## config.mk

```make
export PLATFORM = sky130hd
export DESIGN_NAME = cache2w_tracker
export DESIGN_NICKNAME = d
export VERILOG_FILES = /design/src/rtl/cache2w_pkg.sv /design/src/rtl/c2w_lfsr.sv /design/src/rtl/c2w_satcnt.sv /design/src/rtl/c2w_set.sv /design/src/rtl/cache2w_tracker.sv
export SDC_FILE = /design/constraint.sdc
export NUM_CORES = 1
export LEC_CHECK = 0
export ABC_CLOCK_PERIOD_IN_PS = 4600
export CAP_MARGIN = 25
export CORE_MARGIN = 2
export CORE_UTILIZATION = 51
export DETAILED_ROUTE_END_ITERATION = 10
export GPL_ROUTABILITY_DRIVEN = 0
export PLACE_DENSITY = 0.76
export SLEW_MARGIN = 10
export SYNTH_ARGS = -nofsm -noshare
export SYNTH_HDL_FRONTEND = slang
export SYNTH_SLANG_ARGS = --single-unit
```

## constraint.sdc

```tcl
create_clock -name clk -period 4.6 [get_ports clk]
set_input_delay 0.69 -clock clk [delete_from_list [all_inputs] [get_ports clk]]
set_output_delay 0.69 -clock clk [all_outputs]
set_load 0.02 [all_outputs]
```

## src/rtl/cache2w_pkg.sv

```systemverilog
package cache2w_pkg;

    typedef enum logic [1:0] {
        POL_LRU  = 2'b00,
        POL_MRU  = 2'b01,
        POL_RAND = 2'b10,
        POL_ALT  = 2'b11
    } policy_e;

    typedef enum logic [1:0] {
        SET_EMPTY = 2'b00,
        SET_ONE   = 2'b01,
        SET_FULL  = 2'b10
    } set_state_e;

endpackage

```

## src/rtl/c2w_lfsr.sv

```systemverilog
module c2w_lfsr #(
    parameter int          W    = 16,
    parameter logic [W-1:0] SEED = 16'hACE1,
    parameter logic [W-1:0] TAPS = 16'hB400
) (
    input  logic clk,
    input  logic rst,
    input  logic step,
    output logic rnd_bit
);

    logic [W-1:0] q;
    logic         fb;

    always_comb begin
        fb      = ^(q & TAPS);
        rnd_bit = q[0];
    end

    always_ff @(posedge clk) begin
        if (rst) begin
            q <= SEED;
        end else if (step) begin
            q <= {q[W-2:0], fb};
        end
    end

    // generator must never lock up in the all-zero state
    p_lfsr_live_r6: assert property (@(posedge clk) disable iff (rst)
        q != '0);

endmodule

```

## src/rtl/c2w_satcnt.sv

```systemverilog
module c2w_satcnt #(
    parameter int W = 16
) (
    input  logic         clk,
    input  logic         rst,
    input  logic         inc,
    output logic [W-1:0] count
);

    localparam logic [W-1:0] TOP = '1;

    always_ff @(posedge clk) begin
        if (rst) begin
            count <= '0;
        end else if (inc && count != TOP) begin
            count <= count + 1'b1;
        end
    end

    p_no_overflow_r8: assert property (@(posedge clk) disable iff (rst)
        count == TOP |=> count == TOP);

    p_single_step_r8: assert property (@(posedge clk) disable iff (rst)
        1'b1 |=> (count == $past(count)) || (count == $past(count) + 1'b1));

endmodule

```

## src/rtl/c2w_set.sv

```systemverilog
module c2w_set
    import cache2w_pkg::*;
#(
    parameter int TAG_W = 15
) (
    input  logic             clk,
    input  logic             rst,
    input  logic             req,
    input  logic [TAG_W-1:0] tag_in,
    input  policy_e          policy,
    input  logic             rnd_bit,
    output logic             hit_o,
    output logic             evict_o,
    output logic [TAG_W-1:0] evict_tag_o
);

    localparam int WAYS = 2;

    set_state_e       state_q, state_d;
    logic [TAG_W-1:0] tag_q [WAYS];
    logic             mru_q, mru_d;
    logic             hit_w0, hit_w1, any_hit;
    logic             victim;
    logic             fill_en;
    logic             fill_way;

    // lookup and victim choice
    always_comb begin
        hit_w0  = (state_q != SET_EMPTY) && (tag_q[0] == tag_in);
        hit_w1  = (state_q == SET_FULL) && (tag_q[1] == tag_in);
        any_hit = hit_w0 | hit_w1;
        unique case (policy)
            POL_MRU:  victim = mru_q;
            POL_RAND: victim = rnd_bit;
            default:  victim = ~mru_q;
        endcase
    end

    // next state
    always_comb begin
        state_d  = state_q;
        mru_d    = mru_q;
        fill_en  = 1'b0;
        fill_way = 1'b0;
        if (req) begin
            unique case (state_q)
                SET_EMPTY: begin
                    state_d  = SET_ONE;
                    fill_en  = 1'b1;
                    fill_way = 1'b0;
                    mru_d    = 1'b0;
                end
                SET_ONE: begin
                    if (hit_w0) begin
                        mru_d = 1'b0;
                    end else begin
                        state_d  = SET_FULL;
                        fill_en  = 1'b1;
                        fill_way = 1'b1;
                        mru_d    = 1'b1;
                    end
                end
                SET_FULL: begin
                    if (any_hit) begin
                        mru_d = hit_w1;
                    end else begin
                        fill_en  = 1'b1;
                        fill_way = victim;
                        mru_d    = victim;
                    end
                end
                default: state_d = SET_EMPTY;
            endcase
        end
    end

    // outputs
    always_comb begin
        hit_o       = req && any_hit;
        evict_o     = req && (state_q == SET_FULL) && !any_hit;
        evict_tag_o = tag_q[victim];
    end

    // state register
    always_ff @(posedge clk) begin
        if (rst) begin
            state_q <= SET_EMPTY;
            mru_q   <= 1'b0;
        end else begin
            state_q <= state_d;
            mru_q   <= mru_d;
        end
    end

    // tag storage, one register per way
    for (genvar w = 0; w < WAYS; w++) begin : g_way
        always_ff @(posedge clk) begin
            if (fill_en && (fill_way == w[0])) begin
                tag_q[w] <= tag_in;
            end
        end
    end

    // one block never sits in both ways
    p_ways_distinct_r7: assert property (@(posedge clk) disable iff (rst)
        $onehot0({hit_w0, hit_w1}));

    // a full set only leaves SET_FULL through reset
    p_full_stays_r3: assert property (@(posedge clk) disable iff (rst)
        state_q == SET_FULL |=> state_q == SET_FULL);

    // after any request the set holds at least one block
    p_req_fills_r3: assert property (@(posedge clk) disable iff (rst)
        req |=> state_q != SET_EMPTY);

endmodule

```

## src/rtl/cache2w_tracker.sv

```systemverilog
module cache2w_tracker
    import cache2w_pkg::*;
#(
    parameter int ADDR_W   = 16,
    parameter int NUM_SETS = 2,
    parameter int CNT_W    = 16,
    parameter int RND_W    = 16
) (
    input  logic              clk,
    input  logic              rst,
    input  logic              acc_valid,
    input  logic [ADDR_W-1:0] acc_addr,
    input  logic [1:0]        policy_sel,
    output logic              hit_o,
    output logic              evict_valid_o,
    output logic [ADDR_W-1:0] evict_addr_o,
    output logic [CNT_W-1:0]  hit_count_o,
    output logic [CNT_W-1:0]  miss_count_o
);

    localparam int IDX_W = (NUM_SETS > 1) ? $clog2(NUM_SETS) : 1;
    localparam int TAG_W = ADDR_W - IDX_W;

    logic [IDX_W-1:0]    acc_idx;
    logic [TAG_W-1:0]    acc_tag;
    policy_e             policy;
    logic                rnd_bit;
    logic [NUM_SETS-1:0] set_req, set_hit, set_evict;
    logic [TAG_W-1:0]    set_evtag [NUM_SETS];
    logic                hit_any, evict_any;
    logic [TAG_W-1:0]    evict_tag;

    always_comb begin
        acc_idx = acc_addr[IDX_W-1:0];
        acc_tag = acc_addr[ADDR_W-1:IDX_W];
        policy  = policy_e'(policy_sel);
    end

    c2w_lfsr #(.W(RND_W)) u_rng (
        .clk     (clk),
        .rst     (rst),
        .step    (acc_valid),
        .rnd_bit (rnd_bit)
    );

    for (genvar s = 0; s < NUM_SETS; s++) begin : g_set
        always_comb set_req[s] = acc_valid && (acc_idx == s[IDX_W-1:0]);

        c2w_set #(.TAG_W(TAG_W)) u_set (
            .clk         (clk),
            .rst         (rst),
            .req         (set_req[s]),
            .tag_in      (acc_tag),
            .policy      (policy),
            .rnd_bit     (rnd_bit),
            .hit_o       (set_hit[s]),
            .evict_o     (set_evict[s]),
            .evict_tag_o (set_evtag[s])
        );
    end

    always_comb begin
        hit_any   = |set_hit;
        evict_any = |set_evict;
        evict_tag = set_evtag[acc_idx];
    end

    // registered results
    always_ff @(posedge clk) begin
        if (rst) begin
            hit_o         <= 1'b0;
            evict_valid_o <= 1'b0;
            evict_addr_o  <= '0;
        end else if (acc_valid) begin
            hit_o         <= hit_any;
            evict_valid_o <= evict_any;
            evict_addr_o  <= evict_any ? {evict_tag, acc_idx} : '0;
        end
    end

    c2w_satcnt #(.W(CNT_W)) u_hits (
        .clk   (clk),
        .rst   (rst),
        .inc   (acc_valid && hit_any),
        .count (hit_count_o)
    );

    c2w_satcnt #(.W(CNT_W)) u_misses (
        .clk   (clk),
        .rst   (rst),
        .inc   (acc_valid && !hit_any),
        .count (miss_count_o)
    );

    p_hit_no_evict_r7: assert property (@(posedge clk) disable iff (rst)
        hit_o |-> !evict_valid_o);

    p_hold_idle_r2: assert property (@(posedge clk) disable iff (rst)
        !acc_valid |=> $stable(hit_o) && $stable(evict_valid_o) && $stable(evict_addr_o)
                       && $stable(hit_count_o) && $stable(miss_count_o));

    p_noevict_zero_addr_r3: assert property (@(posedge clk) disable iff (rst)
        !evict_valid_o |-> evict_addr_o == '0);

endmodule

```

=== After elaboration in Yosys (flattened, before gate mapping) ===
Memories as Yosys holds them, arrays and structs flattened.
Index checks and enable logic that the tools add are counted.

* Memories kept: 2
* Memory bits (writable): 60
* Bits in registers: 72
* Input port bits: 21
* Output and inout bits: 50
* Word-level logic and storage cells: 119

{| class="wikitable"
|+ Memory list
! memory !! depth !! width !! rd ports !! clocked after memory_dff !! write ports !! RTL line !! RTL
|-
| g_set[0].u_set.tag_q || 2 || 15 || 3 || 0 || 1 || c2w_set.sv:20 || <nowiki>logic [TAG_W-1:0] tag_q [WAYS];</nowiki>
|-
| g_set[1].u_set.tag_q || 2 || 15 || 3 || 0 || 1 || c2w_set.sv:20 ||
|}

* Equal/unequal tests: 14
* Add/subtract/negate cells: 2
* Multiplexer cells: 42
* Bitwise gates (word level): 10
* Reduce and logical (&&, ||, !) cells: 38
* Order comparisons: 1

{| class="wikitable"
|+ Operators by type and width
! operator !! count
|-
| two-way mux 15 bit || 5
|-
| equality test 15 bit || 4
|-
| adder 16 x 1 -> 16 bit, second input constant || 2
|-
| != test 16 bit, second input constant || 2
|-
| OR reduction 15 bit || 2
|-
| two-way mux 1 bit || 24
|-
| logical AND 1 bit || 20
|-
| two-way mux 16 bit || 1
|-
| XOR reduction 16 bit || 1
|-
| case mux 1 bit (3 select lines) || 4
|-
| case mux 2 bit (3 select lines) || 2
|-
| case mux 1 bit (2 select lines) || 4
|-
| NOT 1 bit || 7
|-
| equality test 2 x 1 -> 1 bit, second input constant || 3
|-
| equality test 2 bit, second input constant || 3
|-
| AND reduction 3 bit || 2
|-
| nonzero test 3 bit || 2
|-
| zero test 2 bit || 2
|-
| two-way mux 2 bit || 2
|-
| != test 2 bit, second input constant || 2
|-
| AND reduction 2 bit || 2
|-
| nonzero test 2 bit || 2
|-
| OR reduction 2 bit || 2
|-
| zero test 1 bit || 3
|-
| other kinds (3) || 4
|}

=== Depth between registers and ports, before layout ===
* Depth in word-level cells: 11
* Depth in mapped cells: 10
* Mapped depth without buffers: 9

=== By module ===
Synthesis repeated with hierarchy kept, for this count alone.

* Cell total of the unflattened synthesis: 599
* Area, all modules: 6840.3 um^2

{| class="wikitable"
|+ Modules (own cells, without submodules)
! module !! instances !! seq. area each (um^2) !! cells an instance !! area an instance (um^2)
|-
| c2w_set || 2 || 960.9 || 131 || 1785.5
|-
| c2w_satcnt || 2 || 320.3 || 99 || 848.3
|-
| cache2w_tracker || 1 || 360.3 || 84 || 953.4
|-
| c2w_lfsr || 1 || 320.3 || 55 || 619.3
|}

=== Worst setup path after synthesis ===
OpenSTA, ideal clock, no wires.

* Path type: input -> register
* From: input policy_sel[0]
* To: memory g_set[1].u_set.tag_q[0][0] (enable)
* Data required time: 4.129 ns
* Buffers on the path: 0
* Stages: 9
* Data arrival time: 4.489 ns
* Setup time: 0.471 ns
* Setup slack: -0.360 ns
* Path through: inv_1 > ha_1 > a221oi_1 > a21oi_1 > and2_1 > and2_1 > o21ai_1 > inv_1 > a2111oi_0

* Word-level cells in the longest chain between the ends: 10
* Elaborated cells between the ends (all ways): 16
* Those cells by class: eq/ne (2); mux (10); bitwise (1); reduce/logical (3)

{| class="wikitable"
|+ Ends and longest elaborated chain
! item !! RTL line !! RTL
|-
| start, declared || cache2w_tracker.sv:13 || <nowiki>input logic [1:0] policy_sel,</nowiki>
|-
| equality test 2 bit / equality test 2 x 1 -> 1 bit (equally long branches) || c2w_set.sv:32 || <nowiki>unique case (policy)</nowiki>
|-
| case mux 1 bit (2 select lines) (*) || c2w_set.sv:32 ||
|-
| two-way mux 1 bit (*) || c2w_set.sv:64 || <nowiki>if (any_hit) begin</nowiki>
|-
| case mux 1 bit (2 select lines) (*) || c2w_set.sv:46 || <nowiki>unique case (state_q)</nowiki>
|-
| two-way mux 1 bit (*) || c2w_set.sv:45 || <nowiki>if (req) begin</nowiki>
|-
| logical AND 1 bit / NOT 1 bit (equally long branches) || c2w_set.sv:98 || <nowiki>if (fill_en && (fill_way == w[0])) begin</nowiki>
|-
| two-way mux 1 bit / logical AND 1 bit (equally long branches) || c2w_set.sv:98 ||
|-
| two-way mux 1 bit (on tied branches) || c2w_set.sv:99, c2w_set.sv:98 ||
|-
| OR reduction 15 bit (no source line) / two-way mux 1 bit (equally long branches) || -- ||
|-
| two-way mux 1 bit (no source line) || -- ||
|-
| end, declared || c2w_set.sv:20 ||
|}

Every way passes the cells marked *; elsewhere a longest branch is shown, timed or not.

=== Worst setup path in the final report ===
* From: input acc_addr[4]
* To: register u_hits.count[10]

* Word-level cells in the longest chain between the ends: 7
* Elaborated cells between the ends (all ways): 15
* Those cells by class: eq/ne (4); bitwise (2); reduce/logical (9)

{| class="wikitable"
|+ Ends and longest elaborated chain
! item !! RTL line !! RTL
|-
| start, declared || cache2w_tracker.sv:12 || <nowiki>input logic [ADDR_W-1:0] acc_addr,</nowiki>
|-
| equality test 15 bit (on tied branches) || c2w_set.sv:29, c2w_set.sv:30 ||
|-
| logical AND 1 bit (on tied branches) || c2w_set.sv:29, c2w_set.sv:30 ||
|-
| OR 1 bit || c2w_set.sv:31 || <nowiki>any_hit = hit_w0 | hit_w1;</nowiki>
|-
| logical AND 1 bit || c2w_set.sv:79 || <nowiki>hit_o = req && any_hit;</nowiki>
|-
| OR reduction 2 bit (*) || cache2w_tracker.sv:63 || <nowiki>hit_any = |set_hit;</nowiki>
|-
| logical AND 1 bit (*) || cache2w_tracker.sv:84 || <nowiki>.inc (acc_valid && hit_any),</nowiki>
|-
| logical AND 1 bit (*) || c2w_satcnt.sv:15 || <nowiki>end else if (inc && count != TOP) begin</nowiki>
|-
| end signal, assigned || c2w_satcnt.sv:16 || <nowiki>count <= count + 1'b1;</nowiki>
|-
| end, declared || c2w_satcnt.sv:7 || <nowiki>output logic [W-1:0] count</nowiki>
|}

Marks and branches as above.
A chain may end at the register's enable or synchronous reset.

==> results.cfg <==
[global_routing]
antenna_found_initial = 0
grt_use_total_pct = 24.0
grt_pass1_vias = 4783
grt_start_max_net_pins = 52
grt_first_pass_wirelength_mm = 24.2
overflow = 0

[critical_path]
worstRegToRegCells = 8
crit_type = in2reg
arrival_ns = 3.79
ff2ff_setup_slack_ns = 1.60
startpoint_type = primary input
critPathRequiredTime_ns = 4.91
cp_max_fo = 8
end_kind = flip-flop

[cells_and_area]
drive_gt1_share_pct = 9.96
fin_util_pct = 65.0
diodes = 0
mostFrequentLayoutCells = dfxtp_1, clkdlybuf4s50_1, edfxtp_1
final_nets = 705
layout_commonest_cell = dfxtp_1
area_growth_pct = 23.0

[timing]
hold_viol_final = 0
rsz0062_at_grt = no
setup_viol = 0
tightestPinTransition_ns = 0.931
fin_skew_ns = 0.00856
tns_ns = 0
max_slew_margin_pct = 37.9
drv_slew = 0
fin_crit_ns = 3.48
max_freq_mhz = 287
period_share_pct = 75.7

[logic_synthesis]
synth_nets = 632
synth_top_family_by_area = simple AND/OR/NAND/NOR gates
synth_compound_area_share_pct = 10.3
ys_ff_latch = 132
syn_avg_cell_area_sq_um = 10.7
synth_warnings = 0
synth_fa_ha_area_share_pct = 2.74
synthSimpleGateAreaFrac_pct = 15.3
synth-xor-area-share_pct = 9.59
syn_inst = 597
async_reset_ff_share_pct = 0
synth_ff_type = dfxtp_1
synth-edff-count = 60
synthMuxAreaShare_pct = 9.06
synth_cell_type_count = 48
netlist_area_sq_mm = 0.00639
ys_seq_area_share_pct = 50.7

[hold_path]
hold_class = reg2reg
whs_path_depth = 1

[floorplanning]
num_rows = 40
start_util_pct = 52.8
fp.dieW_um = 116
die_h_um = 116
ios = 71
die_area_sq_mm = 0.0135
core_sq_mm = 0.0121

[power]
swShare_pct = 24.3
power_density_mw_per_mm2 = 364
intPower_mw = 2.17
total_power_mw = 2.87
leakagePower_nw = 2.88
ir_drop_mv = 0.283
power_frac_seq_pct = 45.1
p_comb_share_pct = 9.7
switchingPower_mw = 0.696
power_frac_clock_pct = 45.3

[cts]
clk_latency_ns = 0.43
cts_resized = 0
cts.path.max_buffers = 2
cts_sinks = 132
cts_max_level = 4
cts_setup_buffers = 0
tritoncts = yes
hold_buffers = 0
clk_pin_slew_ns = 0.05
clockRootBuffer = clkbuf_16
cts_inserted_buffers = 17

[placed_design]
port_buffers = 70
place_hpwl_mm = 10.4

[run]
max_cap_viol_count = 0

[routing]
vias = 4787
drt_first_pass_iters = 4
antenna_left = 0
drtIter0Drc = 383
post-route-drc-count = 0
wl_mm = 15.1
vias_per_cell = 5.63
wl_per_cell_um = 17.8

[status]
status = finished, final reports clean
## power by group through the flow
| stage | Clock (mW) | Combinational, mW | Sequential (mW) |
|---|---|---|---|
| floorplan | 0 | 0.167 | 1.32 |
| global route | 1.37 | 0.302 | 1.30 |
| finish | 1.30 | 0.277 | 1.29 |
| detailed placement | 0 | 0.275 | 1.32 |
| CTS | 1.32 | 0.277 | 1.29 |
| global placement | 0 | 0.267 | 1.31 |
## synth_stat cells (2+ instances only)
cell type,number,area [sq um]
nand3_1,14,70.1
clkbuf_1,21,78.8
and3_1,8,50.1
nand2b_1,6,37.5
o21ai_0,5,25.0
a21oi_1,38,190
xor2_1,30,263
nor2_1,47,176
a221oi_1,2,17.5
and4_1,3,26.3
a211oi_1,3,22.5
nor3_1,3,15.0
nor4_1,9,56.3
a31o_1,2,17.5
o21ai_1,2,10.0
nand4_1,22,138
mux2i_1,26,260
mux2_2,16,180
ha_1,14,175
a21o_1,4,30.0
buf_1,3,11.3
o211ai_1,16,120
nand2_1,47,176
mux2_1,11,124
a21oi_4,2,32.5
edfxtp_1,60,1800
a31o_2,3,26.3
a211o_1,9,78.8
and2_1,13,81.3
nor2b_1,14,87.6
nand3b_1,4,30.0
xnor2_1,40,350
a21bo_1,3,30.0
dfxtp_1,72,1440
inv_1,12,45.0
## kinds of logic (layout without fill, tap and decap cells)
family,count (synthesis),in the layout
mux,54,54
fa+ha+maj,14,14
flops,132,132
simple gates,194,194
compound gates,95,95
buf+inv,38,124
xor+xnor,70,70
## path summary, 6_finish.rpt
path	end	start
setup / recovery	u_hits.count[10]$_SDFFE_PP0P_	acc_addr[4]
hold / removal	u_rng.q[11]$_SDFFE_PP1P_	u_rng.q[11]$_SDFFE_PP1P_
setup reg to reg	u_hits.count[10]$_SDFFE_PP0P_	g_set[1].u_set.state_q[0]$_SDFFE_PP0P_
hold reg to reg	u_rng.q[11]$_SDFFE_PP1P_	u_rng.q[11]$_SDFFE_PP1P_
## worst max-delay path, stage by stage
cell and delay (ns):
clkdlybuf4s50_1 0.61, xor2_1 0.28, nor4_1 0.45, nand4_1 0.45
a211o_1 0.52, a21oi_4 0.32, nand4_1 0.14, mux2_1 0.33
## per-layer routing
metal	track usage (%)	share of wire, %
met1	30.8	43
met2	38.9	48
met3	6.43	6.5
met4	9.52	1.7
met5	0	0
## final cells by class
| class | instances | area (sq um) |
|---|---|---|
| multi-input cells | 427 | 3030 |
| flip-flops and latches | 132 | 3240 |
| fillers | 961 | 4240 |
| clock buffers | 20 | 468 |
| well taps | 168 | 210 |
| repair buffers | 79 | 763 |
| clock inverters | 12 | 104 |
| inverters | 13 | 48.8 |
## registers in the layout, indices dropped and copies added, names as in the netlist
register and flops:
evict_addr_o 16, g_set.u_set.state_q 4, u_misses.count 16, evict_valid_o 1, hit_o 1, g_set.u_set.tag_q 60, u_hits.count 16, u_rng.q 16
g_set.u_set.mru_q 2
## stage by stage
step	hold slack, ns	setup slack (ns)	instance area [sq um]	std cells
after floorplan	0.431	0.347	6400	597
after global placement	0.441	0.803	7290	819
final	0.465	1.12	7870	851
after detailed placement	0.456	0.780	7300	819
after CTS	0.469	1.20	7870	851
after global routing	0.485	0.916	7870	851
(Power assumes the default switching activity.)
